## config.mk

```make
export PLATFORM = sky130hd
export DESIGN_NAME = witem_dispatch
export DESIGN_NICKNAME = d
export VERILOG_FILES = /design/src/rtl/wdc_pkg.sv /design/src/rtl/wdc_regs.sv /design/src/rtl/wdc_walker.sv /design/src/rtl/wdc_threads.sv /design/src/rtl/witem_dispatch.sv
export SDC_FILE = /design/constraint.sdc
export NUM_CORES = 2
export LEC_CHECK = 0
export BUFFER_PORTS_ARGS = -buffer_cell sky130_fd_sc_hd__buf_4
export CELL_PAD_IN_SITES_DETAIL_PLACEMENT = 0
export CELL_PAD_IN_SITES_GLOBAL_PLACEMENT = 1
export CORE_UTILIZATION = 52
export CTS_CLUSTER_SIZE = 10
export DETAILED_ROUTE_END_ITERATION = 6
export PLACE_DENSITY = 0.9
export SYNTH_ARGS = -nofsm -noshare
export SYNTH_HDL_FRONTEND = slang
export SYNTH_SLANG_ARGS = --single-unit
```

## constraint.sdc

```tcl
create_clock -name clk -period 6.5 [get_ports clk]
set_clock_uncertainty 0.1 [all_clocks]
set_input_delay 0.975 -clock clk [delete_from_list [all_inputs] [get_ports clk]]
set_output_delay 0.975 -clock clk [all_outputs]
set_load 0.01 [all_outputs]
```

## src/rtl/wdc_pkg.sv

```systemverilog
// Shared types for the work-item dispatch controller.
// Assumes 32-bit registers and a 6-bit byte address on the host bus.
package wdc_pkg;
    localparam int WORD_W = 32;
    localparam int ADDR_W = 6;

    typedef enum logic [3:0] {
        RA_PC   = 4'd0,
        RA_GX   = 4'd1,
        RA_GY   = 4'd2,
        RA_GZ   = 4'd3,
        RA_LX   = 4'd4,
        RA_LY   = 4'd5,
        RA_LZ   = 4'd6,
        RA_BELL = 4'd7,
        RA_STAT = 4'd8
    } reg_idx_e;

    typedef struct packed {
        logic [WORD_W-1:0] x;
        logic [WORD_W-1:0] y;
        logic [WORD_W-1:0] z;
    } triple_t;

    typedef struct packed {
        logic [WORD_W-1:0] pc;
        triple_t           grid;
        triple_t           grp;
    } disp_cfg_t;
endpackage

```

## src/rtl/wdc_regs.sv

```systemverilog
// Host-facing AXI4-Lite register file: holds the launch descriptor and
// raises a start strobe on an accepted doorbell.
// Assumes one outstanding transaction per channel; config is frozen while busy.
module wdc_regs
    import wdc_pkg::*;
(
    input  logic              clk,
    input  logic              rst_n,
    input  logic [ADDR_W-1:0] awaddr,
    input  logic              awvalid,
    output logic              awready,
    input  logic [WORD_W-1:0] wdata,
    input  logic [3:0]        wstrb,
    input  logic              wvalid,
    output logic              wready,
    output logic [1:0]        bresp,
    output logic              bvalid,
    input  logic              bready,
    input  logic [ADDR_W-1:0] araddr,
    input  logic              arvalid,
    output logic              arready,
    output logic [WORD_W-1:0] rdata,
    output logic [1:0]        rresp,
    output logic              rvalid,
    input  logic              rready,
    input  logic              busy,
    output disp_cfg_t         cfg,
    output logic              go
);
    logic       wr_fire, rd_fire, err;
    reg_idx_e   widx, ridx;
    logic [WORD_W-1:0] rmux;
    logic       unused_addr;

    assign unused_addr = ^{awaddr[1:0], araddr[1:0]};
    assign widx    = reg_idx_e'(awaddr[5:2]);
    assign ridx    = reg_idx_e'(araddr[5:2]);
    assign wr_fire = awvalid && wvalid && !bvalid;
    assign awready = wr_fire;
    assign wready  = wr_fire;
    assign rd_fire = arvalid && !rvalid;
    assign arready = !rvalid;
    assign bresp   = 2'b00;
    assign rresp   = 2'b00;
    assign go      = wr_fire && (widx == RA_BELL) && !busy;

    // Byte-lane merge of new write data into an old register value.
    function automatic logic [WORD_W-1:0] merge(input logic [WORD_W-1:0] old_v,
                                                input logic [WORD_W-1:0] new_v,
                                                input logic [3:0]        strb);
        logic [WORD_W-1:0] r;
        r = old_v;
        for (int b = 0; b < 4; b++)
            if (strb[b]) r[b*8 +: 8] = new_v[b*8 +: 8];
        return r;
    endfunction

    // Write channel: update descriptor, error flag and write response.
    always_ff @(posedge clk) begin
        if (!rst_n) begin
            cfg    <= '0;
            err    <= 1'b0;
            bvalid <= 1'b0;
        end else if (wr_fire) begin
            bvalid <= 1'b1;
            case (widx)
                RA_PC:   if (!busy) cfg.pc     <= merge(cfg.pc,     wdata, wstrb);
                RA_GX:   if (!busy) cfg.grid.x <= merge(cfg.grid.x, wdata, wstrb);
                RA_GY:   if (!busy) cfg.grid.y <= merge(cfg.grid.y, wdata, wstrb);
                RA_GZ:   if (!busy) cfg.grid.z <= merge(cfg.grid.z, wdata, wstrb);
                RA_LX:   if (!busy) cfg.grp.x  <= merge(cfg.grp.x,  wdata, wstrb);
                RA_LY:   if (!busy) cfg.grp.y  <= merge(cfg.grp.y,  wdata, wstrb);
                RA_LZ:   if (!busy) cfg.grp.z  <= merge(cfg.grp.z,  wdata, wstrb);
                RA_BELL: if (busy)  err <= 1'b1;
                RA_STAT: err <= 1'b0;
                default: ;
            endcase
        end else if (bvalid && bready) begin
            bvalid <= 1'b0;
        end
    end

    // Read data selection by register index.
    always_comb begin
        case (ridx)
            RA_PC:   rmux = cfg.pc;
            RA_GX:   rmux = cfg.grid.x;
            RA_GY:   rmux = cfg.grid.y;
            RA_GZ:   rmux = cfg.grid.z;
            RA_LX:   rmux = cfg.grp.x;
            RA_LY:   rmux = cfg.grp.y;
            RA_LZ:   rmux = cfg.grp.z;
            RA_STAT: rmux = {{(WORD_W-2){1'b0}}, err, busy};
            default: rmux = '0;
        endcase
    end

    // Read channel: register the selected word one cycle after the address.
    always_ff @(posedge clk) begin
        if (!rst_n) begin
            rvalid <= 1'b0;
            rdata  <= '0;
        end else if (rd_fire) begin
            rvalid <= 1'b1;
            rdata  <= rmux;
        end else if (rvalid && rready) begin
            rvalid <= 1'b0;
        end
    end
endmodule

```

## src/rtl/wdc_walker.sv

```systemverilog
// Grid walker: steps the current item position X-major (by LANES), then Y,
// then Z, and tracks launch busy / completion.
// Assumes go is only asserted while not busy.
module wdc_walker
    import wdc_pkg::*;
#(
    parameter int LANES = 16
) (
    input  logic    clk,
    input  logic    rst_n,
    input  logic    go,
    input  triple_t grid,
    input  logic    take,
    input  logic    all_idle,
    output logic    have,
    output triple_t pos,
    output logic    busy,
    output logic    done
);
    localparam logic [WORD_W:0] STEP = (WORD_W+1)'(LANES);

    logic [WORD_W:0] nx, ny, nz;
    logic x_wrap, y_wrap, z_wrap;

    // Next coordinates with a carry bit so a wide grid cannot wrap silently.
    always_comb begin
        nx = {1'b0, pos.x} + STEP;
        ny = {1'b0, pos.y} + 1'b1;
        nz = {1'b0, pos.z} + 1'b1;
        x_wrap = nx >= {1'b0, grid.x};
        y_wrap = ny >= {1'b0, grid.y};
        z_wrap = nz >= {1'b0, grid.z};
    end

    // Position, pending flag, busy and done pulse.
    always_ff @(posedge clk) begin
        if (!rst_n) begin
            pos  <= '0;
            have <= 1'b0;
            busy <= 1'b0;
            done <= 1'b0;
        end else if (go) begin
            pos  <= '0;
            have <= (grid.x != '0) && (grid.y != '0) && (grid.z != '0);
            busy <= 1'b1;
            done <= 1'b0;
        end else begin
            done <= 1'b0;
            if (take && have) begin
                if (!x_wrap) begin
                    pos.x <= nx[WORD_W-1:0];
                end else begin
                    pos.x <= '0;
                    if (!y_wrap) begin
                        pos.y <= ny[WORD_W-1:0];
                    end else begin
                        pos.y <= '0;
                        if (!z_wrap) pos.z <= nz[WORD_W-1:0];
                        else         have  <= 1'b0;
                    end
                end
            end
            if (busy && !have && all_idle) begin
                busy <= 1'b0;
                done <= 1'b1;
            end
        end
    end
endmodule

```

## src/rtl/wdc_threads.sv

```systemverilog
// Thread table: picks the lowest idle thread for a pending item, holds each
// thread's enable and metadata, and serves metadata over the IO read port.
// Assumes a thread halts only itself and only while enabled.
module wdc_threads
    import wdc_pkg::*;
#(
    parameter int NTHR = 4,
    parameter int TIDW = 2
) (
    input  logic              clk,
    input  logic              rst_n,
    input  logic              have,
    input  triple_t           pos,
    input  triple_t           grp,
    input  logic [NTHR-1:0]   halt,
    output logic [NTHR-1:0]   thr_en,
    output logic [NTHR-1:0]   thr_start,
    output logic              take,
    output logic              all_idle,
    input  logic              io_rd,
    input  logic [TIDW-1:0]   io_tid,
    input  logic [2:0]        io_fld,
    output logic [WORD_W-1:0] io_rdata,
    output logic              io_rvalid
);
    logic            found;
    logic [TIDW-1:0] sel;
    triple_t [NTHR-1:0] pos_all;
    triple_t [NTHR-1:0] dim_all;
    logic [WORD_W-1:0]  fmux;

    // Lowest-index idle thread search.
    always_comb begin
        found = 1'b0;
        sel   = '0;
        for (int i = NTHR-1; i >= 0; i--) begin
            if (!thr_en[i]) begin
                found = 1'b1;
                sel   = TIDW'(i);
            end
        end
    end

    assign take     = have && found;
    assign all_idle = (thr_en == '0);

    generate
        for (genvar g = 0; g < NTHR; g++) begin : g_thr
            logic    en_q, st_q;
            triple_t pos_q, dim_q;

            // Per-thread enable, start pulse and latched metadata.
            always_ff @(posedge clk) begin
                if (!rst_n) begin
                    en_q  <= 1'b0;
                    st_q  <= 1'b0;
                    pos_q <= '0;
                    dim_q <= '0;
                end else begin
                    st_q <= take && (sel == TIDW'(g));
                    if (take && (sel == TIDW'(g))) begin
                        en_q  <= 1'b1;
                        pos_q <= pos;
                        dim_q <= grp;
                    end else if (halt[g]) begin
                        en_q <= 1'b0;
                    end
                end
            end

            assign thr_en[g]    = en_q;
            assign thr_start[g] = st_q;
            assign pos_all[g]   = pos_q;
            assign dim_all[g]   = dim_q;
        end
    endgenerate

    // Metadata field selection for the IO read port.
    always_comb begin
        case (io_fld)
            3'd0:    fmux = pos_all[io_tid].x;
            3'd1:    fmux = pos_all[io_tid].y;
            3'd2:    fmux = pos_all[io_tid].z;
            3'd3:    fmux = dim_all[io_tid].x;
            3'd4:    fmux = dim_all[io_tid].y;
            3'd5:    fmux = dim_all[io_tid].z;
            default: fmux = '0;
        endcase
    end

    // IO read data register, one cycle of latency.
    always_ff @(posedge clk) begin
        if (!rst_n) begin
            io_rvalid <= 1'b0;
            io_rdata  <= '0;
        end else begin
            io_rvalid <= io_rd;
            if (io_rd) io_rdata <= fmux;
        end
    end
endmodule

```

## src/rtl/witem_dispatch.sv

```systemverilog
// Top of the work-item dispatch controller: register file, grid walker and
// thread table. Assumes threads retire only through thr_halt.
module witem_dispatch
    import wdc_pkg::*;
#(
    parameter int NTHR  = 4,
    parameter int LANES = 16,
    parameter int TIDW  = (NTHR > 1) ? $clog2(NTHR) : 1
) (
    input  logic              clk,
    input  logic              rst_n,
    input  logic [ADDR_W-1:0] s_awaddr,
    input  logic              s_awvalid,
    output logic              s_awready,
    input  logic [WORD_W-1:0] s_wdata,
    input  logic [3:0]        s_wstrb,
    input  logic              s_wvalid,
    output logic              s_wready,
    output logic [1:0]        s_bresp,
    output logic              s_bvalid,
    input  logic              s_bready,
    input  logic [ADDR_W-1:0] s_araddr,
    input  logic              s_arvalid,
    output logic              s_arready,
    output logic [WORD_W-1:0] s_rdata,
    output logic [1:0]        s_rresp,
    output logic              s_rvalid,
    input  logic              s_rready,
    output logic [NTHR-1:0]   thr_en,
    output logic [NTHR-1:0]   thr_start,
    input  logic [NTHR-1:0]   thr_halt,
    output logic [WORD_W-1:0] start_pc,
    input  logic              io_rd,
    input  logic [TIDW-1:0]   io_tid,
    input  logic [2:0]        io_fld,
    output logic [WORD_W-1:0] io_rdata,
    output logic              io_rvalid,
    output logic              done_irq
);
    disp_cfg_t cfg;
    triple_t   cur_pos;
    logic      go_w, busy_w, have_w, take_w, idle_w;

    assign start_pc = cfg.pc;

    wdc_regs u_regs (
        .clk     (clk),
        .rst_n   (rst_n),
        .awaddr  (s_awaddr),
        .awvalid (s_awvalid),
        .awready (s_awready),
        .wdata   (s_wdata),
        .wstrb   (s_wstrb),
        .wvalid  (s_wvalid),
        .wready  (s_wready),
        .bresp   (s_bresp),
        .bvalid  (s_bvalid),
        .bready  (s_bready),
        .araddr  (s_araddr),
        .arvalid (s_arvalid),
        .arready (s_arready),
        .rdata   (s_rdata),
        .rresp   (s_rresp),
        .rvalid  (s_rvalid),
        .rready  (s_rready),
        .busy    (busy_w),
        .cfg     (cfg),
        .go      (go_w)
    );

    wdc_walker #(.LANES(LANES)) u_walk (
        .clk      (clk),
        .rst_n    (rst_n),
        .go       (go_w),
        .grid     (cfg.grid),
        .take     (take_w),
        .all_idle (idle_w),
        .have     (have_w),
        .pos      (cur_pos),
        .busy     (busy_w),
        .done     (done_irq)
    );

    wdc_threads #(.NTHR(NTHR), .TIDW(TIDW)) u_thr (
        .clk       (clk),
        .rst_n     (rst_n),
        .have      (have_w),
        .pos       (cur_pos),
        .grp       (cfg.grp),
        .halt      (thr_halt),
        .thr_en    (thr_en),
        .thr_start (thr_start),
        .take      (take_w),
        .all_idle  (idle_w),
        .io_rd     (io_rd),
        .io_tid    (io_tid),
        .io_fld    (io_fld),
        .io_rdata  (io_rdata),
        .io_rvalid (io_rvalid)
    );
endmodule

```

# [After elaboration in Yosys (flattened, before gate mapping)]
# Index checks and enable logic that the tools add are counted.
[op_classes] n_addsub=3 n_lt_le_gt_ge=4 n_eq_ne=24 n_mux=38 bitwise_logic=3 reduce_logical=74
[ops] op="$bmux W96 S2" count=2
[ops] op="$pmux W32 S8" count=1
[ops] op="$mux W96" count=2
[ops] op="$pmux W32 S6" count=1
[ops] op="$reduce_and A4 Y1" count=30
[ops] op="$ge A33 B32 Y1" count=3
[ops] op="$reduce_bool A32 Y1" count=3
[ops] op="$add A32 B1 Y33 const B" count=2
[ops] op="$mux W32" count=2
[ops] op="$add A32 B5 Y33 const B" count=1
[ops] op="$eq A4 B3 Y1 const B" count=7
[ops] op="$mux W1" count=25
[ops] op="$reduce_bool A2 Y1" count=12
[ops] op="$logic_and A1 B1 Y1" count=17
[ops] op="$eq A4 B2 Y1 const B" count=4
[ops] op="$logic_not A4 Y1" count=3
[ops] op="$eq A4 B1 Y1 const B" count=2
[ops] op="$eq A4 B4 Y1 const B" count=2
[ops] op="$mux W2" count=4
[ops] op="$eq A3 B2 Y1 const B" count=2
[ops] op="$eq A3 B3 Y1 const B" count=2
[ops] op="$eq A2 B2 Y1 const B" count=2
[ops] op="$logic_not A1 Y1" count=4
[ops] op="$eq A3 B1 Y1 const B" count=1
[ops] op="other kinds (10)" count=12
[totals] regBits=1167 out_inout_bits=115 word_cells=218

# [Logic depth before layout (Yosys ltp)]
[logic_depth] word_depth=8 depth_mapped=20

# [Hierarchy]
# From an unflattened synthesis, not the netlist that was laid out.
[unflattened] cells_unflattened=6464 hier_area_um2=55213.0
[modules_own_cells] mod="wdc_threads" n_inst=1 cells_per_inst=4289 area_per_inst_um2=35656.7
[modules_own_cells] mod="wdc_regs" n_inst=1 cells_per_inst=1110 area_per_inst_um2=11662.4
[modules_own_cells] mod="wdc_walker" n_inst=1 cells_per_inst=1065 area_per_inst_um2=7893.8

# [Worst setup path before layout]
# No wires, ideal clock.
[synth_timing] path_kind="reg-to-reg" startpoint="register u_walk.pos[68] (netlist name)" endpoint="register u_walk.pos[60] (netlist name)" setup_time_ps=70 arrival_time_ps=4102 t_required_ps=6330 setup_slack_ps=2227 stages_incl_launch_ff=18 path_buffers=3 path_cell_list="dfxtp_1 -> clkbuf_1 -> nand3_1 -> nor2_1 -> nand3_1 -> nor4_1 -> nand3_1 -> xnor2_1 -> ha_1 -> nand3_1 -> nor3_1 -> nand2_1 -> a311oi_1 -> o21ai_0 -> clkbuf_1 -> buf_2 -> or3b_1 -> a21oi_1"
[synth_between] elab_chain_len=3
[synth_lines] item="$add A32 B5 Y33" line_no="wdc_walker.sv:27" source="nx = {1'b0, pos.x} + STEP;"
[synth_lines] item="$ge A33 B32 Y1" line_no="wdc_walker.sv:30" source="x_wrap = nx >= {1'b0, grid.x};"
[synth_lines] item="$reduce_and A2 Y1 (no source line)"
# No other way between the ends.
# A chain may end at the register's enable or synchronous reset.

# [Worst setup path in the final report]
[layout_timing] startpoint="register u_walk.pos[71] (netlist name)" endpoint="register u_walk.pos[37] (netlist name)"
[layout_between] elab_chain_len=3
[layout_lines] item="$add A32 B5 Y33" line_no="wdc_walker.sv:27"
[layout_lines] item="$ge A33 B32 Y1" line_no="wdc_walker.sv:30"
[layout_lines] item="$reduce_and A2 Y1 (no source line)"
# No other way between the ends.

==> impl_results.md <==
* Reg area at 22960 um2
* Largest net degree at the start of global routing at 250
* Fillers at approximately 9000
* Top FF cell, synth: dfxtp_1
* Post-Syn Area at approximately 54000 um2
* Reg-to-Reg End: u_walk.pos[37]$_SDFFE_PP0P_
* Crit Path Max Fanout at 46
* # setup viols final at 0
* Die area at ~110000 um2
* Drt initial violations at roughly 5000
* I/O Pins at 180
* Layout Nets at roughly 6000
* WS Path Type: flip-flop to flip-flop
* Worst-Skew Late Latency at approximately 0.76 ns
* Area delta synth->final at 9.335%
* Yosys warning total at 0
* Final min period at 5.748 ns
* DRC at 0
* Number of global-route vias before repair at approximately 42000
* Worst Setup EP: u_walk.pos[37]$_SDFFE_PP0P_
* Hold Crit Class: input pin to flip-flop
* Critical path launch point: u_walk.pos[71]$_SDFFE_PP0P_
* Worst-path clk slew at approximately 0.050 ns
* Worst setup SP type: flip-flop
* Synth Register Bits at ~1100
* Final count of hold timing violations at 0
* Post-DRT Antenna Nets at 0
* Clock sinks at 1147
* Slew headroom at 0.1694
* Core area at ~100000 um2
* Final Max Tran Viols at 0
* Mean post-synth cell area at around 8.9 um2
* Worst setup EP type: flip-flop
* Final Cycle Share at 0.8843
* Static Leak at about 19 nW
* Worst Tran Pin Value at between 1 and 1.5 ns
* Leading area contributor after synthesis: dfxtp_1
* Die Height at between 300 and 400 um
* Resized Gates After CTS at 0
* Via density at roughly 6
* CTS tree: done
* Number of synthesized flops with an enable pin at 0
* Result of the run: finished clean
* WP data required at between 7 and 8 ns
* First-pass GRT wire length at around 260000 um
* Overall routing resource usage at 0.3305
* R2r worst-path depth at 16
* Routability Congestion at just over 0.9
* Hold buffer count at cts at 0
* Final setup TNS at 0 ns
* Worst-case vdd ir drop at 217.8 uV
* Clock root buffer: clkbuf_16
* Final Routed Wirelength at about 170000 um
* Inserted Clock Buffers at 135
* Max-cap viol count at 0
* Power per cell area at 242.8 nW/um2
* Yosys cell types at 74
* Mean routed wirelength per cell at 23.96 um
* CP arrival at about 6.3 ns
* Antenna violations before repair at 4
* Layout cell share with drive strength beyond 1 at 0.1063
* Cells after Synth at 6051
* RSZ-0062 raised after global routing: false
* GRT overflow at 0
* Top-area cell type share of the netlist area at 0.4252
* Routed vias at between 40000 and 50000
* Top cells by area, synth: dfxtp_1 (43%), nand2_1 (11%), a21boi_0 (11%)
* Hpwl dp at about 110000 um
* Clock H-tree levels at 4
* Async S/R FF share, synth at 0
* Multi-input gate area at between 20000 and 30000 um2
* DR pass1 iterations at 6
* Die Wd at approximately 320 um
* Number of port buffers at 171
* Starting Density at 0.5278
* R2R setup slack at between 0.7 and 0.8 ns
* FP Rows at approximately 120
* Sequential fraction of the synthesis area at 0.4252
* Final Core Density at 0.5770
* R2r startpoint: u_walk.pos[71]$_SDFFE_PP0P_
* Fmax at between 0.15 and 0.2 GHz
* CTS max path bufs at 3
* Post-CTS Setup Bufs at 0
[worst max-delay path, stage by stage, from the launching register on]
cell and delay (ns):
dfxtp_1 0.57, nand4_1 0.25, nor2_1 0.39, nand3_1 0.29, nor4_1 0.65, nand3_1 0.23, xnor2_1 0.18, ha_1 0.31
nand3_1 0.12, nor3_1 0.27, nand2_1 0.14, a311oi_1 0.54, o21ai_4 0.13, buf_4 0.32, nor2_2 0.83, nand3b_1 0.15
a21oi_1 0.19
[where the power goes]
group | internal (W) | switching (W)
Clock | 0.00383 | 0.00289
Sequential | 0.00704 | 0.0000129
Combinational | 0.000209 | 0.000351
[how the worst min path moves through the flow]
stage                                     startpoint  cells past startpoint  slack, ns                                    end
5_1_grt                                    s_arvalid                      2       0.35             u_regs.rvalid$_SDFFE_PN0P_
4_1_cts                                    s_arvalid                      2       0.32             u_regs.rvalid$_SDFFE_PN0P_
3_5_place_dp   u_thr.g_thr[3].pos_q[40]$_SDFFE_PN0P_                      2       0.35  u_thr.g_thr[3].pos_q[40]$_SDFFE_PN0P_
2_1_floorplan                u_regs.err$_SDFFE_PN0P_                      2       0.34                u_regs.err$_SDFFE_PN0P_
6_report                                   s_arvalid                      2       0.35             u_regs.rvalid$_SDFFE_PN0P_
3_3_place_gp    u_thr.g_thr[1].pos_q[2]$_SDFFE_PN0P_                      2       0.35   u_thr.g_thr[1].pos_q[2]$_SDFFE_PN0P_
[cell type report]
cell class | count | area share
diodes | 1 | 0.00004238
clock buffers | 159 | 0.06048
clock inverters | 10 | 0.002161
inverters | 115 | 0.007311
multi-input cells | 4237 | 0.4782
flip-flops and latches | 1147 | 0.3889
well taps | 1368 | 0.02899
repair buffers | 242 | 0.03390
[synth_stat cells (4+ instances only)]
master	number
clkbuf_1	429
o21a_1	35
nand3b_1	12
inv_1	115
o21ai_0	74
a211oi_1	5
a21oi_1	149
buf_2	32
or3b_1	9
and4_1	7
nand2b_1	24
a31oi_1	67
a222oi_1	31
ha_1	95
mux2_2	6
buf_6	7
mux4_2	188
a22oi_1	149
nand3_1	66
nor4_1	37
dfxtp_1	1147
buf_1	19
a21boi_0	756
xor2_1	25
nor2b_1	298
o211a_1	6
clkbuf_8	10
buf_4	52
nand2_1	1619
a21o_1	6
nor3b_1	5
or2_2	4
mux2i_1	230
nand4_1	38
and2_1	8
and3_1	9
a221oi_1	9
nor2_1	109
nor3_1	20
xnor2_1	65
or3_1	35
[flip-flops by register name (all words and copies together) (netlist names), 4 cells and up]
name / cells
u_thr.g_thr.pos_q: 368
u_thr.g_thr.st_q: 4
u_walk.pos: 92
u_thr.dim_all: 384
u_thr.io_rdata: 32
u_thr.g_thr.en_q: 4
u_regs.cfg: 224
u_regs.rdata: 32
[metrics by stage]
stage          std cells  setup slack (ns)  cell area, um2  total power (W)  hold WS (ns)
6_report            7279            0.7520           59050          0.01434        0.3528
5_1_grt             7278            0.3166           59040          0.01472        0.3503
4_1_cts             7278            0.8838           59040          0.01439        0.3221
3_5_place_dp        7109            0.9011           55340         0.007754        0.3539
3_3_place_gp        7109             1.094           55340         0.007751        0.3475
2_1_floorplan       6054             2.227           54020         0.007543        0.3400
[cell usage in the layout, fill, tap and decap left out, types with 73 or more instances in the layout]
cell / instances
nand2_1: 1618
buf_4: 226
clkbuf_16: 137
nor2_1: 105
o21ai_0: 73
a21oi_1: 149
ha_1: 95
nor2b_1: 298
a22oi_1: 149
mux4_2: 188
inv_1: 115
a21boi_0: 756
dfxtp_1: 1147
mux2i_1: 230
[layer usage]
| metal | up-vias | wire length [um] | part of all wire | global-route usage |
|---|---|---|---|---|
| met5 | - | 42 | 0.00024 | 0 |
| met2 | 1935 | 78320 | 0.45 | 0.5112 |
| li1 | 20260 | - | - | - |
| met3 | 404 | 15040 | 0.086 | 0.06431 |
| met1 | 21340 | 70550 | 0.40 | 0.4315 |
| met4 | 6 | 10490 | 0.060 | 0.1890 |
[cells by family (layout without fill, tap and decap cells)]
| family | Yosys count | count (layout) | synth area share |
|---|---|---|---|
| simple gates | 2322 | 2322 | 0.1902 |
| compound gates | 1302 | 1302 | 0.1713 |
| flops | 1147 | 1147 | 0.4252 |
| buf+inv | 670 | 526 | 0.05440 |
| mux | 424 | 424 | 0.1223 |
| fa+ha+maj | 95 | 95 | 0.02201 |
| xor+xnor | 90 | 90 | 0.01460 |
| other cells | 1 | 5 | 0.00006944 |
(Power assumes the default switching activity.)
